[src/rtl/aer_rx_pkg.sv]
package aer_rx_pkg;

    typedef enum logic [1:0] {
        HS_IDLE = 2'd0,
        HS_SEEN = 2'd1,
        HS_ACK  = 2'd2
    } hs_state_t;

endpackage

[src/rtl/aer_req_sync.sv]
module aer_req_sync #(
    parameter int STAGES = 2
) (
    input  logic clk,
    input  logic rst_n,
    input  logic async_in,
    output logic sync_out
);
    logic [STAGES-1:0] chain;

    always_ff @(posedge clk or negedge rst_n) begin
        if (!rst_n) chain <= '0;
        else        chain <= {chain[STAGES-2:0], async_in};
    end

    assign sync_out = chain[STAGES-1];
endmodule

[src/rtl/aer_ts_counter.sv]
module aer_ts_counter #(
    parameter int TS_W = 32
) (
    input  logic            clk,
    input  logic            rst_n,
    output logic [TS_W-1:0] ts
);
    always_ff @(posedge clk or negedge rst_n) begin
        if (!rst_n) ts <= '0;
        else        ts <= ts + TS_W'(1);
    end

    AST_TS_STEP: assert property (@(posedge clk) disable iff (!rst_n)
        1'b1 |=> ts == $past(ts) + TS_W'(1));
endmodule

[src/rtl/aer_evt_fifo.sv]
module aer_evt_fifo #(
    parameter int W     = 47,
    parameter int DEPTH = 4
) (
    input  logic         clk,
    input  logic         rst_n,
    input  logic         wr_en,
    input  logic [W-1:0] wr_data,
    output logic         full,
    output logic         rd_valid,
    input  logic         rd_ready,
    output logic [W-1:0] rd_data
);
    localparam int PW = (DEPTH > 1) ? $clog2(DEPTH) : 1;
    localparam int CW = $clog2(DEPTH + 1);

    logic [W-1:0]  mem [DEPTH];
    logic [PW-1:0] wr_ptr, rd_ptr;
    logic [CW-1:0] count;
    logic          do_rd;

    assign full     = (count == CW'(DEPTH));
    assign rd_valid = (count != '0);
    assign do_rd    = rd_valid && rd_ready;
    assign rd_data  = mem[rd_ptr];

    always_ff @(posedge clk) begin
        if (wr_en && !full) mem[wr_ptr] <= wr_data;
    end

    always_ff @(posedge clk or negedge rst_n) begin
        if (!rst_n) begin
            wr_ptr <= '0;
            rd_ptr <= '0;
            count  <= '0;
        end else begin
            if (wr_en && !full) wr_ptr <= (wr_ptr == PW'(DEPTH - 1)) ? '0 : wr_ptr + PW'(1);
            if (do_rd)          rd_ptr <= (rd_ptr == PW'(DEPTH - 1)) ? '0 : rd_ptr + PW'(1);
            case ({wr_en && !full, do_rd})
                2'b10:   count <= count + CW'(1);
                2'b01:   count <= count - CW'(1);
                default: count <= count;
            endcase
        end
    end

    AST_NO_OVERFLOW: assert property (@(posedge clk) disable iff (!rst_n)
        wr_en |-> !full);
    AST_HEAD_HOLD: assert property (@(posedge clk) disable iff (!rst_n)
        (rd_valid && !rd_ready) |=> (rd_valid && $stable(rd_data)));
endmodule

[src/rtl/aer_hs_fsm.sv]
module aer_hs_fsm
    import aer_rx_pkg::*;
(
    input  logic clk,
    input  logic rst_n,
    input  logic req_s,
    input  logic fifo_full,
    output logic push,
    output logic ack
);
    hs_state_t state, state_nx;

    always_ff @(posedge clk or negedge rst_n) begin
        if (!rst_n) state <= HS_IDLE;
        else        state <= state_nx;
    end

    always_comb begin
        state_nx = state;
        unique case (state)
            HS_IDLE: if (req_s)      state_nx = HS_SEEN;   // req_seen
            HS_SEEN: if (!fifo_full) state_nx = HS_ACK;    // capture (else stall)
            HS_ACK:  if (!req_s)     state_nx = HS_IDLE;   // release (else hold)
            default:                 state_nx = HS_IDLE;
        endcase
    end

    always_comb begin
        push = 1'b0;
        ack  = 1'b0;
        unique case (state)
            HS_IDLE: ;
            HS_SEEN: push = !fifo_full;
            HS_ACK:  ack  = 1'b1;
            default: ;
        endcase
    end

    AST_ACK_AFTER_CAPTURE: assert property (@(posedge clk) disable iff (!rst_n)
        $rose(ack) |-> $past(push));
    AST_ACK_HOLD: assert property (@(posedge clk) disable iff (!rst_n)
        (ack && req_s) |=> ack);
    AST_ACK_DROP: assert property (@(posedge clk) disable iff (!rst_n)
        (ack && !req_s) |=> !ack);
    AST_FULL_STALL: assert property (@(posedge clk) disable iff (!rst_n)
        (req_s && !ack && fifo_full) |=> !ack);
endmodule

[src/rtl/aer_event_receiver.sv]
module aer_event_receiver #(
    parameter int ADDR_W = 14,
    parameter int TS_W   = 32,
    parameter int DEPTH  = 4,
    localparam int WORD_W = TS_W + ADDR_W + 1
) (
    input  logic              clk,
    input  logic              rst_n,
    input  logic              ev_req,
    input  logic [ADDR_W-1:0] ev_addr,
    input  logic              ev_pol,
    output logic              ev_ack,
    output logic              out_valid,
    input  logic              out_ready,
    output logic [WORD_W-1:0] out_data
);
    logic            req_s;
    logic            push;
    logic            fifo_full;
    logic [TS_W-1:0] ts_now;

    aer_req_sync #(.STAGES(2)) u_sync (
        .clk(clk), .rst_n(rst_n), .async_in(ev_req), .sync_out(req_s)
    );

    aer_ts_counter #(.TS_W(TS_W)) u_ts (
        .clk(clk), .rst_n(rst_n), .ts(ts_now)
    );

    aer_hs_fsm u_fsm (
        .clk(clk), .rst_n(rst_n), .req_s(req_s), .fifo_full(fifo_full),
        .push(push), .ack(ev_ack)
    );

    aer_evt_fifo #(.W(WORD_W), .DEPTH(DEPTH)) u_fifo (
        .clk(clk), .rst_n(rst_n),
        .wr_en(push), .wr_data({ts_now, ev_addr, ev_pol}),
        .full(fifo_full),
        .rd_valid(out_valid), .rd_ready(out_ready), .rd_data(out_data)
    );
endmodule

[config.mk]
export PLATFORM = sky130hd
export DESIGN_NAME = aer_event_receiver
export DESIGN_NICKNAME = d
export VERILOG_FILES = /design/src/rtl/aer_rx_pkg.sv /design/src/rtl/aer_req_sync.sv /design/src/rtl/aer_ts_counter.sv /design/src/rtl/aer_evt_fifo.sv /design/src/rtl/aer_hs_fsm.sv /design/src/rtl/aer_event_receiver.sv
export SDC_FILE = /design/constraint.sdc
export NUM_CORES = 1
export LEC_CHECK = 0
export CORE_ASPECT_RATIO = 0.5
export CORE_MARGIN = 3
export CORE_UTILIZATION = 60
export CTS_BUF_LIST = sky130_fd_sc_hd__clkbuf_8
export CTS_CLUSTER_DIAMETER = 150
export CTS_CLUSTER_SIZE = 24
export DETAILED_ROUTE_END_ITERATION = 12
export HOLD_SLACK_MARGIN = 0.06
export PLACE_DENSITY_LB_ADDON = 0.3
export RECOVER_POWER = 50
export SLEW_MARGIN = 20
export SYNTH_ARGS = -nofsm -noshare
export SYNTH_HDL_FRONTEND = slang
export SYNTH_SLANG_ARGS = --single-unit
[constraint.sdc]
create_clock -name clk -period 4.06 [get_ports clk]
set_clock_uncertainty 0.05 [all_clocks]
set_input_delay 0.406 -clock clk [delete_from_list [all_inputs] [get_ports clk]]
set_output_delay 0.406 -clock clk [all_outputs]
set_load 0.01 [all_outputs]
== After elaboration in Yosys (flattened, before gate mapping) ==
Memory sizes are Yosys's and may differ from the RTL's.
Cells that the tools add are included.
W data, S select, Z words.

* Memories: 1
* Word-level logic and storage cells: 40
* Output and inout bits: 49
* Memory bits (writable): 188
* Register bits: 43
* Input port bits: 19

{| class="wikitable"
|+ Memories
! memory !! depth !! bits a word !! rd ports !! clocked after Yosys merged registers in !! write ports !! RTL line !! source
|-
| u_fifo.mem || 4 || 47 || 1 || 0 || 1 || aer_evt_fifo.sv:17 || <nowiki>logic [W-1:0] mem [DEPTH];</nowiki>
|}

* Muxes and demuxes: 11
* Equality and inequality tests: 10
* Reductions and logical operators: 7
* Add/subtract/negate cells: 5

{| class="wikitable"
|+ Operators with widths
! kind !! count
|-
| $add A32 B1 Y32 const B || 1
|-
| $mux W2 || 5
|-
| $eq A2 B2 Y1 const B || 4
|-
| $ne A2 B2 Y1 const B || 3
|-
| $pmux W2 S3 || 1
|-
| $pmux W3 S2 || 1
|-
| $add A2 B1 Y2 const B || 2
|-
| $eq A2 B1 Y1 const B || 2
|-
| $mux W1 || 4
|-
| $add A3 B1 Y3 const B || 1
|-
| $eq A3 B3 Y1 const B || 1
|-
| $reduce_and A3 Y1 || 1
|-
| $reduce_bool A3 Y1 || 1
|-
| $sub A3 B1 Y3 const B || 1
|-
| $logic_and A1 B1 Y1 || 2
|-
| $logic_not A2 Y1 || 1
|-
| $reduce_bool A2 Y1 || 1
|-
| $logic_not A1 Y1 || 1
|}

== Depth between registers and ports, before layout ==
* Word-level depth: 6
* Mapped depth: 10
* Mapped depth without buffers: 10

== By module ==
Synthesis repeated with hierarchy kept, for this count alone.

* Cells, all modules: 422
* Area, all modules: 8,864.8 um^2

{| class="wikitable"
|+ By module, submodules not included
! module !! area each (um^2) !! cells an instance !! times used !! seq. area each (um^2)
|-
| aer_evt_fifo || 7,245.7 || 286 || 1 || 5,820.6
|-
| aer_ts_counter || 1,478.9 || 127 || 1 || 800.8
|-
| aer_hs_fsm || 90.1 || 7 || 1 || 50.0
|-
| aer_req_sync || 50.0 || 2 || 1 || 50.0
|}

== Worst setup path before layout ==
OpenSTA, ideal clock, no wires.

* Path kind: flip-flop to flip-flop
* Start: register u_fifo.count[0]
* End: memory u_fifo.mem[3][0] (enable)
* Path slack: 1.503 ns
* Required time: 3.601 ns
* Stages on the path, launching flop included: 5
* Arrival: 2.098 ns
* Path buffers: 0
* Clock period less this slack: 2.557 ns
* Setup time: 0.409 ns
* Cells stage by stage: dfrtp_1 > inv_1 > and3_1 > nor3b_2 > and2_1

* Longest elaborated chain between the ends: 6

{| class="wikitable"
|+ Ends and longest elaborated chain
! element !! RTL line !! source
|-
| from (decl) || aer_evt_fifo.sv:19 || <nowiki>logic [CW-1:0] count;</nowiki>
|-
| from (signal assigned) || aer_evt_fifo.sv:40 || <nowiki>2'b10: count <= count + CW'(1);</nowiki>
|-
| from (signal assigned) || aer_evt_fifo.sv:41 || <nowiki>2'b01: count <= count - CW'(1);</nowiki>
|-
| from (signal assigned) || aer_evt_fifo.sv:42 || <nowiki>default: count <= count;</nowiki>
|-
| $eq A3 B3 Y1 * || aer_evt_fifo.sv:22 || <nowiki>assign full = (count == CW'(DEPTH));</nowiki>
|-
| $logic_not A1 Y1 * || aer_evt_fifo.sv:28, aer_hs_fsm.sv:33 ||
|-
| $mux W1 || aer_hs_fsm.sv:31 || <nowiki>unique case (state)</nowiki>
|-
| $logic_and A1 B1 Y1 * || aer_evt_fifo.sv:28 || <nowiki>if (wr_en && !full) mem[wr_ptr] <= wr_data;</nowiki>
|-
| $mux W1 * || aer_evt_fifo.sv:28 ||
|-
| $mux W1 (implied by the code) * || aer_evt_fifo.sv:28 ||
|-
| to (decl) || aer_evt_fifo.sv:17 ||
|}

Every way passes the cells marked *; elsewhere a longest branch is shown, timed or not.

== Worst setup path after layout ==
* Start: register u_fifo.rd_ptr[0]
* End: output out_data[15]

* Longest elaborated chain between the ends: 1

{| class="wikitable"
|+ Ends and longest elaborated chain
! element !! RTL line !! source
|-
| from (decl) || aer_evt_fifo.sv:18 || <nowiki>logic [PW-1:0] wr_ptr, rd_ptr;</nowiki>
|-
| from (signal assigned) || aer_evt_fifo.sv:38 || <nowiki>if (do_rd) rd_ptr <= (rd_ptr == PW'(DEPTH - 1)) ? '0 : rd_ptr + PW'(1);</nowiki>
|-
| $mem_v2 Z4 W47 || n/a ||
|-
| to (decl) || aer_event_receiver.sv:15 || <nowiki>output logic [WORD_W-1:0] out_data</nowiki>
|}

Every way passes these cells.

==> flow_summary.toml <==
[drt]
drcViolationCount = 0
first_pass_iters = 4
wl_per_cell_microns = 20.7
wirelength_microns = 14300
vias_per_cell = 5.76
highest-signal-layer = "met4"
wl_met3_microns = 707
ant_nets = 0
wl_met1_microns = 6420
first_iter_violations = 325
via_count = 3969
dr_wl_met2_microns = 6910

[cells_and_area]
drive_gt1_share_pct = 16.1
nets = 518
syn_to_final_growth_pct = 13.0
fin_cells = 689
n_antenna_cell = 0

[floorplanning]
core_sq_mm = 0.0139
die_x_microns = 177
die_area_sq_mm = 0.0161
initial_core_util_pct = 62.8
io_pins = 68
std_cell_rows = 30
die_h_microns = 91.3

[yosys]
synth_nets = 436
synth_seq_cells = 231
netlist_instances = 409
synth_edf_count = 188
syn_area_per_cell_sq_um = 21.3
synthArstFlopShare_pct = 18.6
synth_warnings = 0
synthFlopType = "edfxtp_1"
mappedNetlistArea_sq_mm = 0.00873
synth_cell_type_count = 30
yosysSeqAreaShare_pct = 77.0

[run_status]
violations = "capacitance limit, slew limit"
outcome = "finished with violations"

[power]
cellPowerDensity_mw_per_mm2 = 604
p_leak_uw = 0.00333
irDropWorstVdd_mv = 0.448

[clock_tree]
cts.htree.levels = 1
cts_tree = "built"
insertion_delay_ns = 0.50
cts.repair.resized = 0
cts_root_buffer = "clkbuf_8"
clock-sinks = 231
cts_made_buffers = 13
cts_buffer_depth = 3
clk_pin_slew_ns = 0.14

[sta]
period_share_pct = 77.4
worst_pin_slew_ns = 1.71
worst_slew_margin_rel_pct = -14.2
report.final.hold_viol_count = 0
maxSlewViolCount = 32
finalSetupTns_ns = 0
setup_viol = 0
period_needed_ns = 3.14
fmax_mhz = 318
rsz0062_at_grt = "no"

[placement]
gp_congestion = 0.724
dp_hpwl_microns = 8860
portBuffers = 67
placed_cells = 667

[global_routing]
grt_max_degree = 43
track_usage_pct = 19.0
antenna_found_initial = 0
grt_pass1_vias = 4285
grt_pass1_wl_microns = 23600
overflow = 0

[worst_setup_path]
critPathKind = "flip-flop to output port"
slowest_stage = "dfrtp_4"
cp.required_ns = 3.60
path_max_fanout = 28
cp_cell_sequence = "buf_12, mux4_2, clkdlybuf4s50_1"
max_stage_delay_ns = 0.83
critPathLaunchType = "flip-flop"
critPathCaptureType = "output port"
arrival_ns = 2.69

[worst_hold_path]
holdCritPathClass = "flip-flop to flip-flop"

[run]
cap_viol_max_count = 1
[path summary, 6_finish.rpt]
| kind | endpoint | cells past startpoint | from | slack, ns |
|---|---|---|---|---|
| max | out_data[15] | 3 | u_fifo.rd_ptr[0] | 0.92 |
| min | u_sync.chain[1] | 0 | u_sync.chain[0] | 0.32 |
| max reg2reg | u_fifo.mem[1][11] | 5 | u_fifo.count[0] | 0.96 |
| min reg2reg | u_sync.chain[1] | 0 | u_sync.chain[0] | 0.32 |
| max in group asynchronous | u_fifo.rd_ptr[0] | 3 | rst_n | 1.30 |
| min in group asynchronous | u_ts.ts[31] | 2 | rst_n | 0.42 |
[worst max-delay path, delay by kind of cell (launching register included)]
kind | cells | cell delay [ns]
buffers and inverters | 2 | 0.79
multiplexers | 1 | 0.54
flip-flops | 1 | 0.83
[through the flow]
stage                     hold WS (ns)  power, uW  worst slack, ns  instance area [sq um]  util [%]
final                            0.316       5960            0.917                   9860      71.0
after global routing             0.342       6290            0.744                   9860      71.0
after CTS                        0.239       6070            0.830                   9900      71.3
after detailed placement         0.258       5120             1.41                   9680      69.7
after global placement           0.263       5070             1.42                   9680      69.7
after floorplan                 0.0604       4220             1.50                   8730         -
[final cells by class]
type                            count  area [sq um]
Clock buffer                       13           179
Clock inverter                      8          37.5
Fill cell                         874          4020
Inverter                           10          37.5
Multi-Input combinational cell    157          1890
Sequential cell                   231          6730
Tap cell                          192           240
Timing Repair Buffer               78           758
[Yosys cell counts (3+ instances only)]
master    instances  area (sq um)
xnor2_1          26           228
mux2_2            3          33.8
edfxtp_1        188          5650
mux4_2           47          1060
clkbuf_1          3          11.3
buf_2             4          20.0
nand2_1           9          33.8
inv_1            10          37.5
ha_1              7          87.6
nor2_1            8          30.0
nand3_1          14          70.1
nand4_1          11          68.8
dfrtp_1          43          1080
xor2_1            7          61.3
and2_1            5          31.3
and3_1            4          25.0
[cell families after synthesis]
logic type	share of synthesized area [%]
flops	77.0
simple gates	4.46
mux	12.7
xor+xnor	3.31
buf+inv	1.05
fa+ha+maj	1.23
compound gates	0.172
[state kept, by name, summed over array words and instances, names as in the netlist]
register	count
u_ts.ts	32
u_fifo.wr_ptr	2
u_fifo.count	3
u_fsm.state	2
u_sync.chain	2
u_fifo.rd_ptr	2
u_fifo.mem	188
[layout by cell type (no fill, tap or decap), types with 3 or more instances in the layout]
| cell | count |
|---|---|
| and2_2 | 3 |
| and3_1 | 4 |
| buf_4 | 8 |
| clkbuf_8 | 13 |
| clkdlybuf4s50_1 | 50 |
| dfrtp_1 | 41 |
| dlygate4sd3_1 | 17 |
| edfxtp_1 | 188 |
| ha_1 | 7 |
| inv_1 | 17 |
| mux2_2 | 3 |
| mux4_2 | 47 |
| nand2_1 | 9 |
| nand3_1 | 14 |
| nand4_1 | 11 |
| nor2_1 | 8 |
| nor3_1 | 3 |
| xnor2_1 | 26 |
| xor2_1 | 7 |
[power by group]
group	internal (uW)	switching (uW)
logic	1080	796
registers	2930	188
clock network	311	645
total	4330	1630
[metal layers]
metal  vias to the layer above  GRT usage [%]
li1                       1786              -
met1                      2057           28.3
met2                       108           30.2
met3                        18           3.26
met4                         0           4.38
met5                         -              0
[what timing repair did]
item	CTS	global route
buffers inserted	0	0
hold buffers	1	0
endpoints found under the hold margin	12	0
No activity file was read; power rests on OpenSTA's default activity.
